File: config.mk
export PLATFORM = sky130hd
export DESIGN_NAME = bank_ea_gen
export DESIGN_NICKNAME = d
export VERILOG_FILES = /design/src/rtl/bea_pkg.sv /design/src/rtl/bea_index_mux.sv /design/src/rtl/bea_abs_unit.sv /design/src/rtl/bea_page_unit.sv /design/src/rtl/bank_ea_gen.sv
export SDC_FILE = /design/constraint.sdc
export NUM_CORES = 1
export LEC_CHECK = 0
export ABC_AREA = 1
export BUFFER_PORTS_ARGS = -buffer_cell sky130_fd_sc_hd__buf_2
export CAP_MARGIN = 20
export CELL_PAD_IN_SITES_DETAIL_PLACEMENT = 0
export CELL_PAD_IN_SITES_GLOBAL_PLACEMENT = 1
export CORE_MARGIN = 4
export CORE_UTILIZATION = 38
export CTS_BUF_LIST = sky130_fd_sc_hd__clkbuf_4 sky130_fd_sc_hd__clkbuf_8
export DETAILED_ROUTE_END_ITERATION = 12
export GPL_ROUTABILITY_DRIVEN = 0
export HOLD_SLACK_MARGIN = 0.08
export PLACE_DENSITY = 0.83
export SLEW_MARGIN = 10
export SYNTH_ARGS = -nofsm -noshare
export SYNTH_HDL_FRONTEND = slang
export SYNTH_SLANG_ARGS = --single-unit
File: constraint.sdc
create_clock -name clk -period 4.6 [get_ports clk]
set_input_delay 0.92 -clock clk [delete_from_list [all_inputs] [get_ports clk]]
set_output_delay 0.92 -clock clk [all_outputs]
set_load 0.1 [all_outputs]
File: src/rtl/bea_pkg.sv
// Package: shared widths, mode codes and the result record of the
// banked effective address generator.
// Assumes: a 16-bit in-bank offset and an 8-bit bank byte.
package bea_pkg;

    localparam int OFS_W  = 16;
    localparam int BANK_W = 8;
    localparam int ADDR_W = OFS_W + BANK_W;
    localparam int PAGE_W = 8;
    localparam int MODE_W = 4;

    typedef enum logic [MODE_W-1:0] {
        AM_ABS       = 4'd0,
        AM_ABS_X_WR  = 4'd1,
        AM_ABS_X_RD  = 4'd2,
        AM_ABS_Y_WR  = 4'd3,
        AM_ABS_Y_RD  = 4'd4,
        AM_LONG      = 4'd5,
        AM_LONG_X    = 4'd6,
        AM_DIRECT    = 4'd7,
        AM_DIRECT_X  = 4'd8,
        AM_DIRECT_Y  = 4'd9,
        AM_STACK_REL = 4'd10,
        AM_ABS_X_IND = 4'd11,
        AM_LONG_Y    = 4'd12
    } addr_mode_e;

    typedef struct packed {
        logic [ADDR_W-1:0] ea;
        logic [ADDR_W-1:0] dummy;
        logic              skip;
        logic              penalty;
        logic [ADDR_W-1:0] mask;
    } ea_result_t;

endpackage

File: src/rtl/bea_index_mux.sv
// Module: bea_index_mux
// Reduces an index register to its effective width.
// Assumes: the 8-bit index form keeps only the low page byte.
module bea_index_mux #(
    parameter int OFS_W  = 16,
    parameter int PAGE_W = 8
) (
    input  logic [OFS_W-1:0] raw_i,
    input  logic             narrow_i,
    output logic [OFS_W-1:0] eff_o
);
    localparam int HI_W = OFS_W - PAGE_W;

    // Clear the high byte when the index is 8 bits wide.
    always_comb begin
        eff_o = narrow_i ? {{HI_W{1'b0}}, raw_i[PAGE_W-1:0]} : raw_i;
    end
endmodule

File: src/rtl/bea_abs_unit.sv
// Module: bea_abs_unit
// Absolute indexed address, the dummy address a page crossing produces,
// and the dummy-skip decision for read accesses.
// Assumes: the indexed sum wraps inside the data bank.
module bea_abs_unit #(
    parameter int OFS_W  = 16,
    parameter int BANK_W = 8,
    parameter int PAGE_W = 8
) (
    input  logic [OFS_W-1:0]        op_i,
    input  logic [OFS_W-1:0]        idx_i,
    input  logic [BANK_W-1:0]       bank_i,
    input  logic                    is_read_i,
    output logic [OFS_W+BANK_W-1:0] ea_o,
    output logic [OFS_W+BANK_W-1:0] dummy_o,
    output logic                    skip_o
);
    logic [OFS_W-1:0] sum;

    // Add the index to the operand, dropping the carry out of the bank.
    always_comb begin
        sum = op_i + idx_i;
    end

    // Build the real and the predicted dummy address.
    always_comb begin
        ea_o    = {bank_i, sum};
        dummy_o = {bank_i, op_i[OFS_W-1:PAGE_W], sum[PAGE_W-1:0]};
    end

    // A read needs no dummy cycle when no page boundary was crossed.
    always_comb begin
        skip_o = is_read_i && (dummy_o == ea_o);
    end
endmodule

File: src/rtl/bea_page_unit.sv
// Module: bea_page_unit
// Base plus operand plus index in bank 0, with an optional page lock
// that keeps the base's high byte and wraps only the low byte.
// Assumes: callers pass zero as the index when none applies.
module bea_page_unit #(
    parameter int OFS_W  = 16,
    parameter int PAGE_W = 8
) (
    input  logic [OFS_W-1:0] base_i,
    input  logic [OFS_W-1:0] op_i,
    input  logic [OFS_W-1:0] idx_i,
    input  logic             lock_i,
    output logic [OFS_W-1:0] addr_o
);
    logic [OFS_W-1:0] full_sum;

    // Three-way sum modulo the bank size.
    always_comb begin
        full_sum = base_i + op_i + idx_i;
    end

    // Select the page-locked or the full result.
    always_comb begin
        addr_o = lock_i ? {base_i[OFS_W-1:PAGE_W], full_sum[PAGE_W-1:0]} : full_sum;
    end
endmodule

File: src/rtl/bank_ea_gen.sv
// Module: bank_ea_gen (top)
// Captures a mode and register snapshot on a strobe and, one cycle
// later, presents the effective address, dummy address, skip and penalty
// flags and the multi-byte wrap mask. Results hold until the next strobe.
// Assumes: synchronous active-low reset; codes 13 to 15 act as absolute.
module bank_ea_gen
    import bea_pkg::*;
#(
    parameter int OFS_W_P  = OFS_W,
    parameter int BANK_W_P = BANK_W,
    parameter int PAGE_W_P = PAGE_W
) (
    input  logic                        clk,
    input  logic                        rst_n,
    input  logic                        req_valid_i,
    input  logic [MODE_W-1:0]           mode_i,
    input  logic [OFS_W_P+BANK_W_P-1:0] operand_i,
    input  logic [OFS_W_P-1:0]          idx_x_i,
    input  logic [OFS_W_P-1:0]          idx_y_i,
    input  logic [OFS_W_P-1:0]          dpage_i,
    input  logic [OFS_W_P-1:0]          stack_i,
    input  logic [BANK_W_P-1:0]         dbank_i,
    input  logic                        compat_i,
    input  logic                        idx_narrow_i,
    output logic                        res_valid_o,
    output logic [OFS_W_P+BANK_W_P-1:0] ea_o,
    output logic [OFS_W_P+BANK_W_P-1:0] dummy_ea_o,
    output logic                        skip_dummy_o,
    output logic                        dp_penalty_o,
    output logic [OFS_W_P+BANK_W_P-1:0] wrap_mask_o
);
    localparam int AW   = OFS_W_P + BANK_W_P;
    localparam int HI_W = OFS_W_P - PAGE_W_P;
    localparam logic [AW-1:0] MASK_BANK = {{BANK_W_P{1'b0}}, {OFS_W_P{1'b1}}};
    localparam logic [AW-1:0] MASK_FULL = {AW{1'b1}};

    addr_mode_e mode;
    logic [OFS_W_P-1:0] op_lo;
    logic [OFS_W_P-1:0] idx_eff [2];
    logic [OFS_W_P-1:0] abs_idx;
    logic [OFS_W_P-1:0] dp_idx;
    logic [OFS_W_P-1:0] stk_base;
    logic [OFS_W_P-1:0] dp_addr;
    logic [OFS_W_P-1:0] stk_addr;
    logic [AW-1:0]      abs_ea;
    logic [AW-1:0]      abs_dummy;
    logic               abs_skip;
    logic               abs_is_read;
    logic               dp_lock;
    ea_result_t         nxt;

    // Decode the mode code and the in-bank part of the operand.
    always_comb begin
        mode  = addr_mode_e'(mode_i);
        op_lo = operand_i[OFS_W_P-1:0];
    end

    // Effective-width copies of X (slot 0) and Y (slot 1).
    for (genvar g = 0; g < 2; g++) begin : g_idx
        bea_index_mux #(.OFS_W(OFS_W_P), .PAGE_W(PAGE_W_P)) idx_mux_i (
            .raw_i    ((g == 0) ? idx_x_i : idx_y_i),
            .narrow_i (idx_narrow_i),
            .eff_o    (idx_eff[g])
        );
    end

    // Pick the index and the read flag for the absolute indexed unit.
    always_comb begin
        abs_idx     = ((mode == AM_ABS_Y_WR) || (mode == AM_ABS_Y_RD)) ? idx_eff[1] : idx_eff[0];
        abs_is_read = (mode == AM_ABS_X_RD) || (mode == AM_ABS_Y_RD);
    end

    bea_abs_unit #(.OFS_W(OFS_W_P), .BANK_W(BANK_W_P), .PAGE_W(PAGE_W_P)) abs_i (
        .op_i      (op_lo),
        .idx_i     (abs_idx),
        .bank_i    (dbank_i),
        .is_read_i (abs_is_read),
        .ea_o      (abs_ea),
        .dummy_o   (abs_dummy),
        .skip_o    (abs_skip)
    );

    // Index and page lock for the direct-page unit.
    always_comb begin
        unique case (mode)
            AM_DIRECT_X: dp_idx = idx_eff[0];
            AM_DIRECT_Y: dp_idx = idx_eff[1];
            default:     dp_idx = '0;
        endcase
        dp_lock = compat_i && ((mode == AM_DIRECT_X) || (mode == AM_DIRECT_Y));
    end

    bea_page_unit #(.OFS_W(OFS_W_P), .PAGE_W(PAGE_W_P)) dp_i (
        .base_i (dpage_i),
        .op_i   (op_lo),
        .idx_i  (dp_idx),
        .lock_i (dp_lock),
        .addr_o (dp_addr)
    );

    // The compatibility stack lives in page 1 of bank 0.
    always_comb begin
        stk_base = compat_i ? {{(HI_W-1){1'b0}}, 1'b1, stack_i[PAGE_W_P-1:0]} : stack_i;
    end

    bea_page_unit #(.OFS_W(OFS_W_P), .PAGE_W(PAGE_W_P)) stk_i (
        .base_i (stk_base),
        .op_i   (op_lo),
        .idx_i  ('0),
        .lock_i (1'b0),
        .addr_o (stk_addr)
    );

    // Assemble the result record for the selected mode.
    always_comb begin
        nxt.ea      = {dbank_i, op_lo};
        nxt.penalty = 1'b0;
        nxt.mask    = MASK_FULL;
        unique case (mode)
            AM_ABS_X_WR, AM_ABS_X_RD, AM_ABS_Y_WR, AM_ABS_Y_RD:
                nxt.ea = abs_ea;
            AM_LONG:
                nxt.ea = operand_i;
            AM_LONG_X:
                nxt.ea = operand_i + {{BANK_W_P{1'b0}}, idx_eff[0]};
            AM_LONG_Y:
                nxt.ea = operand_i + {{BANK_W_P{1'b0}}, idx_eff[1]};
            AM_DIRECT, AM_DIRECT_X, AM_DIRECT_Y: begin
                nxt.ea      = {{BANK_W_P{1'b0}}, dp_addr};
                nxt.penalty = |dpage_i[PAGE_W_P-1:0];
                nxt.mask    = MASK_BANK;
            end
            AM_STACK_REL: begin
                nxt.ea   = {{BANK_W_P{1'b0}}, stk_addr};
                nxt.mask = MASK_BANK;
            end
            AM_ABS_X_IND: begin
                nxt.ea   = {{BANK_W_P{1'b0}}, op_lo + idx_eff[0]};
                nxt.mask = MASK_BANK;
            end
            default: ;
        endcase
    end

    // Dummy address and skip: only the absolute indexed modes predict a crossing.
    always_comb begin
        if ((mode == AM_ABS_X_WR) || (mode == AM_ABS_X_RD) ||
            (mode == AM_ABS_Y_WR) || (mode == AM_ABS_Y_RD)) begin
            nxt.dummy = abs_dummy;
            nxt.skip  = abs_skip;
        end else begin
            nxt.dummy = nxt.ea;
            nxt.skip  = 1'b1;
        end
    end

    // Result register: loads on a strobe, otherwise holds.
    always_ff @(posedge clk) begin
        if (!rst_n) begin
            res_valid_o  <= 1'b0;
            ea_o         <= '0;
            dummy_ea_o   <= '0;
            skip_dummy_o <= 1'b0;
            dp_penalty_o <= 1'b0;
            wrap_mask_o  <= '0;
        end else begin
            res_valid_o <= req_valid_i;
            if (req_valid_i) begin
                ea_o         <= nxt.ea;
                dummy_ea_o   <= nxt.dummy;
                skip_dummy_o <= nxt.skip;
                dp_penalty_o <= nxt.penalty;
                wrap_mask_o  <= nxt.mask;
            end
        end
    end
endmodule

==> results.py, run 1 <==
metrics = {
    "cts": {
        "root_buffer": "clkbuf_8",
        "htree_levels": 2,
        "holdBufCountCts": 0,
        "clkTransAtPathRegs_ns": 0.10,
        "cts.sinks": 53,
        "cts_tree": "yes",
        "clockBufferDepth": 2,
        "post_cts_buffers": 0,
        "clkLatencyLatePin_ns": 0.31,
        "cts-buffers-inserted": 5,
        "cts_resized": 0,
    },
    "power_and_ir_drop": {
        "p_clk_share_pct": 11.7,
        "ir_drop_mv": 0.107,
        "seq_power_share_pct": 22.7,
        "combPwrFrac_pct": 65.6,
        "p_leak_uw": 0.00528,
        "powerDensity_nw_per_um2": 245,
        "p_int_uw": 996,
        "switching_power_uw": 1310,
        "netSwitchingFraction_pct": 56.8,
    },
    "hold_path": {
        "whs_endpoint": "dummy_ea_o[7]",
        "min_from": "dummy_ea_o[7]",
        "hold_path_class": "reg -> reg",
        "holdPathStages": 2,
    },
    "logic_synthesis": {
        "syn_nets": 1658,
        "ys_seq_elements": 53,
        "netlist_instances": 1474,
        "synth_common_cells": "nand2_1, inv_1, nand3_1",
        "yosysWarnings": 0,
        "synth.top_cell.area_share_pct": 21.9,
        "synth_edf_count": 0,
        "async_reset_ff_share_pct": 0,
        "ys_seq_area_share_pct": 12.9,
        "synth.avg_cell_area_sq_um": 5.60,
        "ys_types": 49,
        "synth_flop_cell": "dfxtp_1",
        "yosys.area.top_type": "nand2_1",
        "yosysMostFrequentCell": "nand2_1",
        "ys_top_cells_by_area": "nand2_1, dfxtp_1, inv_1",
        "syn_area_sq_um": 8250,
    },
    "route": {
        "ant_nets": 0,
        "wl_per_cell_um": 17.4,
        "drt_first_pass_iters": 5,
        "drt-total-wl_um": 33100,
        "vias_per_cell": 5.28,
        "via_count": 10021,
        "post-route-drc-count": 0,
        "drtIter0Drc": 992,
    },
    "die": {
        "initial_core_util_pct": 39.0,
        "core_area_sq_um": 21200,
        "dieArea_sq_um": 24100,
        "die_h_um": 155,
        "fp.dieW_um": 155,
        "num_rows": 53,
        "io_pins": 180,
    },
    "sta": {
        "hold_violations": 0,
        "fin_setup_tns_ns": 0,
        "slew_violations": 0,
        "fmax_mhz": 252,
        "timing.final.ws_setup_ns": 0.630,
        "setup_viol": 0,
        "relSlewSlack_pct": 33.7,
        "finClkSkew_ns": 0,
        "rsz0062_at_grt": "false",
        "fin_crit_sh_pct": 86.3,
        "worst_pin_slew_ns": 0.989,
        "fin_hold_ws_ns": 0.465,
        "fin_crit_ns": 3.97,
    },
    "grt": {
        "antenna_found_initial": 0,
        "grt_pass1_wl_um": 50800,
        "first_global_vias": 9302,
        "gr-usage-all-layers_pct": 26.7,
        "overflow": 0,
        "grt_start_max_net_pins": 39,
    },
    "critical_path": {
        "worstPathMaxFanout": 9,
        "r2r-end": "dummy_ea_o[11]",
        "r2r_slack_ns": 3.80,
        "path_class": "in -> reg",
        "critPathArrivalTime_ns": 4.19,
        "worstPathRequired_ns": 4.82,
        "endpoint_kind": "flop",
        "start_kind": "input pin",
        "reg2reg_depth": 4,
        "r2r-start": "dummy_ea_o[11]",
    },
    "place": {
        "port_buffers": 179,
        "hpwlAfterDp_um": 28100,
        "dp_cells": 1889,
        "place_ws_ns": 0.348,
    },
    "job": {
        "maxCapViolCount": 0,
    },
    "run_status": {
        "status": "finished, final reports clean",
    },
    "finish": {
        "nets": 1806,
        "area_growth_pct": 14.0,
        "final_layout_size_suffix_gt1_share_pct": 15.2,
        "instances_no_fill": 1898,
        "n_antenna_cell": 0,
    },
}
placed cells by master, fill, tap and decap left out, drive strengths merged, types with 3 or more instances in the layout:
| cell | instances |
|---|---|
| nand3 | 145 |
| ha | 60 |
| nand3b | 5 |
| nor3 | 11 |
| o211ai | 3 |
| a21o | 4 |
| a21oi | 91 |
| clkinv | 3 |
| fa | 19 |
| nand4 | 22 |
| a221oi | 6 |
| nor2 | 109 |
| and2 | 6 |
| xor2 | 3 |
| buf | 197 |
| o21ai | 116 |
| o21bai | 4 |
| clkbuf | 6 |
| dfxtp | 53 |
| o22ai | 13 |
| nor4 | 4 |
| or2 | 11 |
| nand2 | 486 |
| inv | 232 |
worst max-delay path by stage:
stage               slack, ns       from             end  cells after the start
floorplan                0.94  mode_i[3]   dummy_ea_o[9]                     21
global placement         0.41  mode_i[1]  dummy_ea_o[13]                     20
detailed placement       0.35  mode_i[3]   dummy_ea_o[9]                     23
CTS                      0.69  mode_i[3]   dummy_ea_o[9]                     23
global route             0.38  mode_i[1]   dummy_ea_o[9]                     21
finish                   0.63  mode_i[1]   dummy_ea_o[9]                     21
stage by stage:
stage / utilization [%] / instance area, sq um / total power [uW]
after global routing: 44.4 / 9400 / 2480
final: 44.4 / 9400 / 2310
after CTS: 44.3 / 9370 / 2300
after detailed placement: 43.9 / 9280 / 2030
after global placement: 43.9 / 9280 / 2020
after floorplan: - / 8250 / 1670
sequential cells by signal (all words and copies together) (netlist names):
name and cells:
res_valid_o 1, dp_penalty_o 1, ea_o 24, dummy_ea_o 24, skip_dummy_o 1, wrap_mask_o 2
routing by layer:
metal  wire, um  track usage, %
met4       1410            10.1
met3       2850            5.90
met5          0               0
met2      14400            41.8
met1      14400            36.0
area by class of cell:
| type | count | area [sq um] |
|---|---|---|
| Clock buffer | 6 | 76.3 |
| Clock inverter | 2 | 15.0 |
| Fill cell | 2358 | 11800 |
| Inverter | 235 | 887 |
| Multi-Input combinational cell | 1130 | 5960 |
| Sequential cell | 53 | 1060 |
| Tap cell | 275 | 344 |
| Timing Repair Buffer | 197 | 1050 |
logic make-up after synthesis:
logic type      count (synthesis)  synth area share [%]
compound gates                248                  16.9
xor+xnor                        3                 0.319
fa+ha+maj                      79                  13.7
buf+inv                       291                  14.8
flops                          53                  12.9
simple gates                  800                  41.4
critical path, cell delays in order:
cell	delay (ns)
buf_2	0.19
nor2_4	0.20
nand2_1	0.25
o22ai_1	0.23
inv_1	0.07
fa_1	0.48
inv_1	0.04
ha_1	0.21
fa_1	0.38
nand2_1	0.10
nand2_1	0.08
nand3_1	0.10
nand2_1	0.13
nand2_1	0.09
nand2_1	0.06
nand2_1	0.06
nand2_1	0.05
o21bai_1	0.13
nand4_1	0.19
nand2_1	0.16
a21oi_1	0.07
power groups by stage:
stage	combinational, uW	sequential, uW	clock [uW]
floorplan	842	828	0
global placement	1490	533	0
detailed placement	1490	534	0
CTS	1500	524	277
global route	1650	529	296
finish	1510	524	269
Note: power is estimated with default switching activity, not from simulation.
==> inputs of run 2 (changes only) <==
--- a/config.mk
+++ b/config.mk
@@ -10,6 +10,7 @@
 export CAP_MARGIN = 20
 export CELL_PAD_IN_SITES_DETAIL_PLACEMENT = 0
 export CELL_PAD_IN_SITES_GLOBAL_PLACEMENT = 1
+export CORE_ASPECT_RATIO = 0.75
 export CORE_MARGIN = 4
 export CORE_UTILIZATION = 38
 export CTS_BUF_LIST = sky130_fd_sc_hd__clkbuf_4 sky130_fd_sc_hd__clkbuf_8
@@ -17,6 +18,7 @@
 export GPL_ROUTABILITY_DRIVEN = 0
 export HOLD_SLACK_MARGIN = 0.08
 export PLACE_DENSITY = 0.83
+export RECOVER_POWER = 100
 export SLEW_MARGIN = 10
 export SYNTH_ARGS = -nofsm -noshare
 export SYNTH_HDL_FRONTEND = slang
==> run 2 against run 1 <==
Clock skew is the same. Non-clock buffer count unchanged. Worst setup slack worse by 0.22 ns. Largest cell class unchanged. The flow now finishes with violations (max-capacitance violations, max-slew violations).
==> results.py, run 2 (synthesis gave the netlist of run 1 again) <==
metrics = {
    "die": {
        "core_area_sq_um": 21200,
        "die_h_um": 136,
        "initial_core_util_pct": 38.8,
        "fp.dieW_um": 178,
        "num_rows": 46,
        "dieArea_sq_um": 24200,
        "io_pins": 180,
    },
    "place": {
        "port_buffers": 179,
        "place_ws_ns": 0.202,
        "hpwlAfterDp_um": 27200,
    },
    "critical_path": {
        "path_class": "in -> reg",
        "endpoint_kind": "flop",
        "critPathArrivalTime_ns": 4.34,
        "worstPathRequired_ns": 4.75,
        "r2r-start": "wrap_mask_o[22]",
        "crit_start": "mode_i[3]",
        "start_kind": "input pin",
        "worstPathMaxFanout": 8,
    },
    "sta": {
        "timing.final.ws_setup_ns": 0.412,
        "relSlewSlack_pct": -18.6,
        "finClkSkew_ns": 0,
        "fin_crit_ns": 4.19,
        "fin_crit_sh_pct": 91.0,
        "fmax_mhz": 239,
        "worst_pin_slew_ns": 1.78,
        "slew_violations": 40,
        "hold_violations": 0,
        "setup_viol": 0,
        "rsz0062_at_grt": "false",
        "fin_setup_tns_ns": 0,
    },
    "power_and_ir_drop": {
        "powerDensity_nw_per_um2": 248,
        "netSwitchingFraction_pct": 57.6,
        "combPwrFrac_pct": 64.4,
        "p_int_uw": 975,
        "p_total_uw": 2300,
        "p_leak_uw": 0.00500,
        "p_clk_share_pct": 12.7,
        "seq_power_share_pct": 22.9,
        "ir_drop_mv": 0.152,
        "switching_power_uw": 1330,
    },
    "grt": {
        "first_global_vias": 8662,
        "grt_start_max_net_pins": 40,
        "antenna_found_initial": 0,
        "gr-usage-all-layers_pct": 25.6,
        "overflow": 0,
        "grt_pass1_wl_um": 48300,
    },
    "route": {
        "drt_first_pass_iters": 7,
        "post-route-drc-count": 0,
        "ant_nets": 0,
        "vias_per_cell": 5.23,
        "drtIter0Drc": 1180,
        "via_count": 10001,
        "wl_per_cell_um": 16.9,
        "drt-total-wl_um": 32200,
    },
    "finish": {
        "final_layout_size_suffix_gt1_share_pct": 10.0,
        "layout_common_cells": "nand2_1, inv_1, nand3_1",
        "n_antenna_cell": 0,
        "final_common_cell": "nand2_1",
        "area_growth_pct": 12.7,
        "reg_top3": "dummy_ea_o (24), ea_o (24), wrap_mask_o (2)",
        "nets": 1806,
    },
    "cts": {
        "cts.sinks": 53,
        "cts_resized": 0,
        "root_buffer": "clkbuf_8",
        "holdBufCountCts": 0,
        "post_cts_buffers": 0,
        "clkTransAtPathRegs_ns": 0.11,
        "cts_tree": "yes",
        "htree_levels": 2,
        "cts-buffers-inserted": 5,
        "clockBufferDepth": 2,
        "clkLatencyLatePin_ns": 0.32,
    },
    "hold_path": {
        "min_from": "ea_o[21]",
        "hold_path_class": "reg -> reg",
    },
    "run_status": {
        "failed_checks": "max-capacitance violations, max-slew violations",
        "status": "finished, violations left",
    },
    "job": {
        "maxCapViolCount": 1,
    },
}
## run 2: cell count changes in the layout (fill, tap and decap cells not counted), moves of 5 or more
cell      before  now
buf_2        179  104
buf_4         17   12
clkbuf_1       0   78
o21ai_0       93  102
o21ai_1       21   12
## run 2: final timing paths
path / cells past startpoint / to / slack [ns]
max: 22 / ea_o[15] / 0.41
max reg2reg: 2 / wrap_mask_o[22] / 3.76
min: 2 / ea_o[21] / 0.47
min reg2reg: 2 / ea_o[21] / 0.47
## run 2: metal layers
| layer | part of all wire [%] | track usage [%] |
|---|---|---|
| met5 | 0 | 0 |
| met2 | 40 | 38.3 |
| met3 | 11 | 4.30 |
| met4 | 0.90 | 2.53 |
| met1 | 48 | 39.7 |
## run 2: worst max-delay path: stages
cell and delay, ns:
buf_2 0.12, inv_1 0.12, nor2_4 0.20, nand2_1 0.31
o22ai_1 0.25, inv_1 0.08, fa_1 0.48, inv_1 0.04
ha_1 0.23, fa_1 0.40, nand2_1 0.10, nand2_1 0.10
nand3_1 0.11, nand2_1 0.14, nand2_1 0.11, nand2_1 0.05
nand2_1 0.06, nand3_1 0.07, nand2_1 0.08, nand3_1 0.09
nor2_1 0.18, a21oi_1 0.09
## run 2: power groups by stage
stage          combinational [uW]  clock (uW)  sequential, uW
2_1_floorplan                 842           0             828
3_3_place_gp                 1470           0             536
3_5_place_dp                 1480           0             536
4_1_cts                      1480         296             525
5_1_grt                      1610         314             532
6_report                     1480         292             526
## run 2: cell type report
cell class,count,area (sq um)
multi-input combinational,1130,5940
timing repair buffer,197,956
tap,288,360
sequential,53,1060
clock inverter,2,15.0
fill,2446,11900
clock buffer,6,76.3
inverter,235,887
## run 2: through the flow
step	util (%)	std cells	area (sq um)	hold slack, ns
6_report	43.7	1911	9290	0.472
3_3_place_gp	43.8	1902	9310	0.451
2_1_floorplan	-	1474	8250	0.909
4_1_cts	44.3	1910	9400	0.473
3_5_place_dp	43.8	1902	9310	0.457
5_1_grt	43.7	1911	9290	0.492
==> inputs of run 3 (changes only) <==
--- a/config.mk
+++ b/config.mk
@@ -10,7 +10,7 @@
 export CAP_MARGIN = 20
 export CELL_PAD_IN_SITES_DETAIL_PLACEMENT = 0
 export CELL_PAD_IN_SITES_GLOBAL_PLACEMENT = 1
-export CORE_ASPECT_RATIO = 0.75
+export CORE_ASPECT_RATIO = 0.6
 export CORE_MARGIN = 4
 export CORE_UTILIZATION = 38
 export CTS_BUF_LIST = sky130_fd_sc_hd__clkbuf_4 sky130_fd_sc_hd__clkbuf_8
@@ -19,6 +19,7 @@
 export HOLD_SLACK_MARGIN = 0.08
 export PLACE_DENSITY = 0.83
 export RECOVER_POWER = 100
+export SETUP_SLACK_MARGIN = 0.1
 export SLEW_MARGIN = 10
 export SYNTH_ARGS = -nofsm -noshare
 export SYNTH_HDL_FRONTEND = slang
==> run 3 against run 2 <==
The run still ends with max-capacitance violations, max-slew violations left. Via count is 0.71% lower. Clock skew did not move. Core utilization increased by 0.38 points. Largest power group unchanged. Highest routed layer unchanged.
==> results.py, run 3 (synthesis gave the netlist of run 1 again) <==
metrics = {
    "run_status": {
        "status": "finished, violations left",
        "failed_checks": "max-capacitance violations, max-slew violations",
    },
    "power_and_ir_drop": {
        "seq_power_share_pct": 22.7,
        "p_total_uw": 2310,
        "p_clk_share_pct": 12.4,
        "combPwrFrac_pct": 64.8,
        "ir_drop_mv": 0.167,
        "switching_power_uw": 1320,
        "netSwitchingFraction_pct": 57.1,
        "p_int_uw": 992,
        "powerDensity_nw_per_um2": 248,
        "p_leak_uw": 0.00504,
    },
    "place": {
        "placed_cell_area_sq_um": 9340,
        "hpwlAfterDp_um": 28200,
        "port_buffers": 179,
    },
    "route": {
        "via_count": 9930,
        "drt-total-wl_um": 32800,
        "drtIter0Drc": 1176,
        "ant_nets": 0,
        "vias_per_cell": 5.20,
        "wl_per_cell_um": 17.2,
        "drt_first_pass_iters": 5,
        "post-route-drc-count": 0,
    },
    "critical_path": {
        "critPathArrivalTime_ns": 4.45,
        "r2r-start": "wrap_mask_o[22]",
        "endpoint_kind": "flop",
        "worstPathMaxFanout": 9,
        "start_kind": "input pin",
        "path_class": "in -> reg",
        "slowest_delay_ns": 0.46,
        "cp_cell_sequence": "buf_2 -> nor2_4 -> nand2_1 -> clkbuf_1 -> o21ai_0 -> fa_1 -> ha_1 -> nand3_1 -> nand3_1 -> nand2_1 -> nand2_1 -> nand2_1 -> nand2_1 -> nand2_1 -> nand3_1 -> nand2_1 -> nand3_1 -> o21ai_0 -> a21oi_1",
        "crit_start": "mode_i[1]",
        "crit_slowest_cell": "fa_1",
        "worstPathRequired_ns": 4.80,
        "crit_top_cell": "nand2_1",
    },
    "cts": {
        "cts_tree": "yes",
        "clkTransAtPathRegs_ns": 0.10,
        "cts_resized": 0,
        "clockBufferDepth": 2,
        "holdBufCountCts": 0,
        "clkLatencyLatePin_ns": 0.32,
        "cts.sinks": 53,
        "post_cts_buffers": 0,
        "root_buffer": "clkbuf_8",
        "htree_levels": 2,
        "cts-buffers-inserted": 5,
    },
    "grt": {
        "grt_pass1_wl_um": 49800,
        "first_global_vias": 8860,
        "grt_start_max_net_pins": 39,
        "gr-usage-all-layers_pct": 26.2,
        "antenna_found_initial": 0,
        "overflow": 0,
    },
    "die": {
        "fp.dieW_um": 198,
        "initial_core_util_pct": 38.9,
        "io_pins": 180,
        "num_rows": 41,
        "die_h_um": 122,
        "core_area_sq_um": 21200,
        "dieArea_sq_um": 24200,
    },
    "finish": {
        "multiInputGateArea_sq_um": 5950,
        "num-fill-cells": 2425,
        "layout_common_cells": "nand2_1, inv_1, nand3_1",
        "final_core_util_pct": 44.1,
        "n_antenna_cell": 0,
        "regArea_sq_um": 1060,
        "final_common_cell": "nand2_1",
        "nets": 1814,
        "reg_top3": "dummy_ea_o (24), ea_o (24), wrap_mask_o (2)",
        "area_growth_pct": 13.3,
        "final_cell_area_sq_um": 9350,
        "final_layout_size_suffix_gt1_share_pct": 10.5,
    },
    "job": {
        "maxCapViolCount": 1,
    },
    "sta": {
        "fmax_mhz": 235,
        "relSlewSlack_pct": -10.4,
        "fin_crit_sh_pct": 92.4,
        "hold_violations": 0,
        "worst_pin_slew_ns": 1.66,
        "finClkSkew_ns": 0,
        "fin_crit_ns": 4.25,
        "rsz0062_at_grt": "false",
        "fin_setup_tns_ns": 0,
        "slew_violations": 39,
        "setup_viol": 0,
    },
    "hold_path": {
        "hold_path_class": "reg -> reg",
        "min_from": "ea_o[21]",
    },
}
## run 3: power groups by stage
stage	sequential (uW)	clock (uW)	combinational (uW)
3_3_place_gp	534	0	1480
4_1_cts	525	299	1500
5_1_grt	532	318	1630
2_1_floorplan	828	0	842
6_report	526	288	1500
3_5_place_dp	536	0	1490
## run 3: stage by stage
stage	cells	hold slack (ns)	worst slack, ns
after CTS	1908	0.470	0.507
after global routing	1910	0.497	0.198
after global placement	1900	0.454	0.266
final	1910	0.470	0.349
after detailed placement	1900	0.455	0.159
after floorplan	1474	0.909	0.943
## run 3: area by class of cell
cell class | count | area share [%]
repair buffers | 205 | 10.8
clock inverters | 2 | 0.187
well taps | 279 | 3.73
multi-input cells | 1130 | 63.6
inverters | 235 | 9.49
flip-flops and latches | 53 | 11.3
clock buffers | 6 | 0.883
## run 3: final timing paths
kind	end	slack [ns]	cells after the start
worst max register to register	wrap_mask_o[22]	3.78	2
worst max-delay path	dummy_ea_o[14]	0.35	19
worst min register to register	ea_o[21]	0.47	2
worst min-delay path	ea_o[21]	0.47	2
## run 3: metal layers
| layer | part of all wire (%) | wire (um) | track usage [%] |
|---|---|---|---|
| met1 | 50 | 16500 | 42.0 |
| met2 | 36 | 11900 | 34.6 |
| met3 | 12 | 4050 | 7.90 |
| met4 | 0.97 | 318 | 2.75 |
| met5 | 0 | 0 | 0 |
## run 3: critical path, delay by kind of cell
family / cells / cell delay, ns
adders and majority gates: 2 / 0.81
and+or+nand+nor: 12 / 1.68
AOI/OAI and AO/OA: 3 / 0.58
buffers and inverters: 2 / 0.46
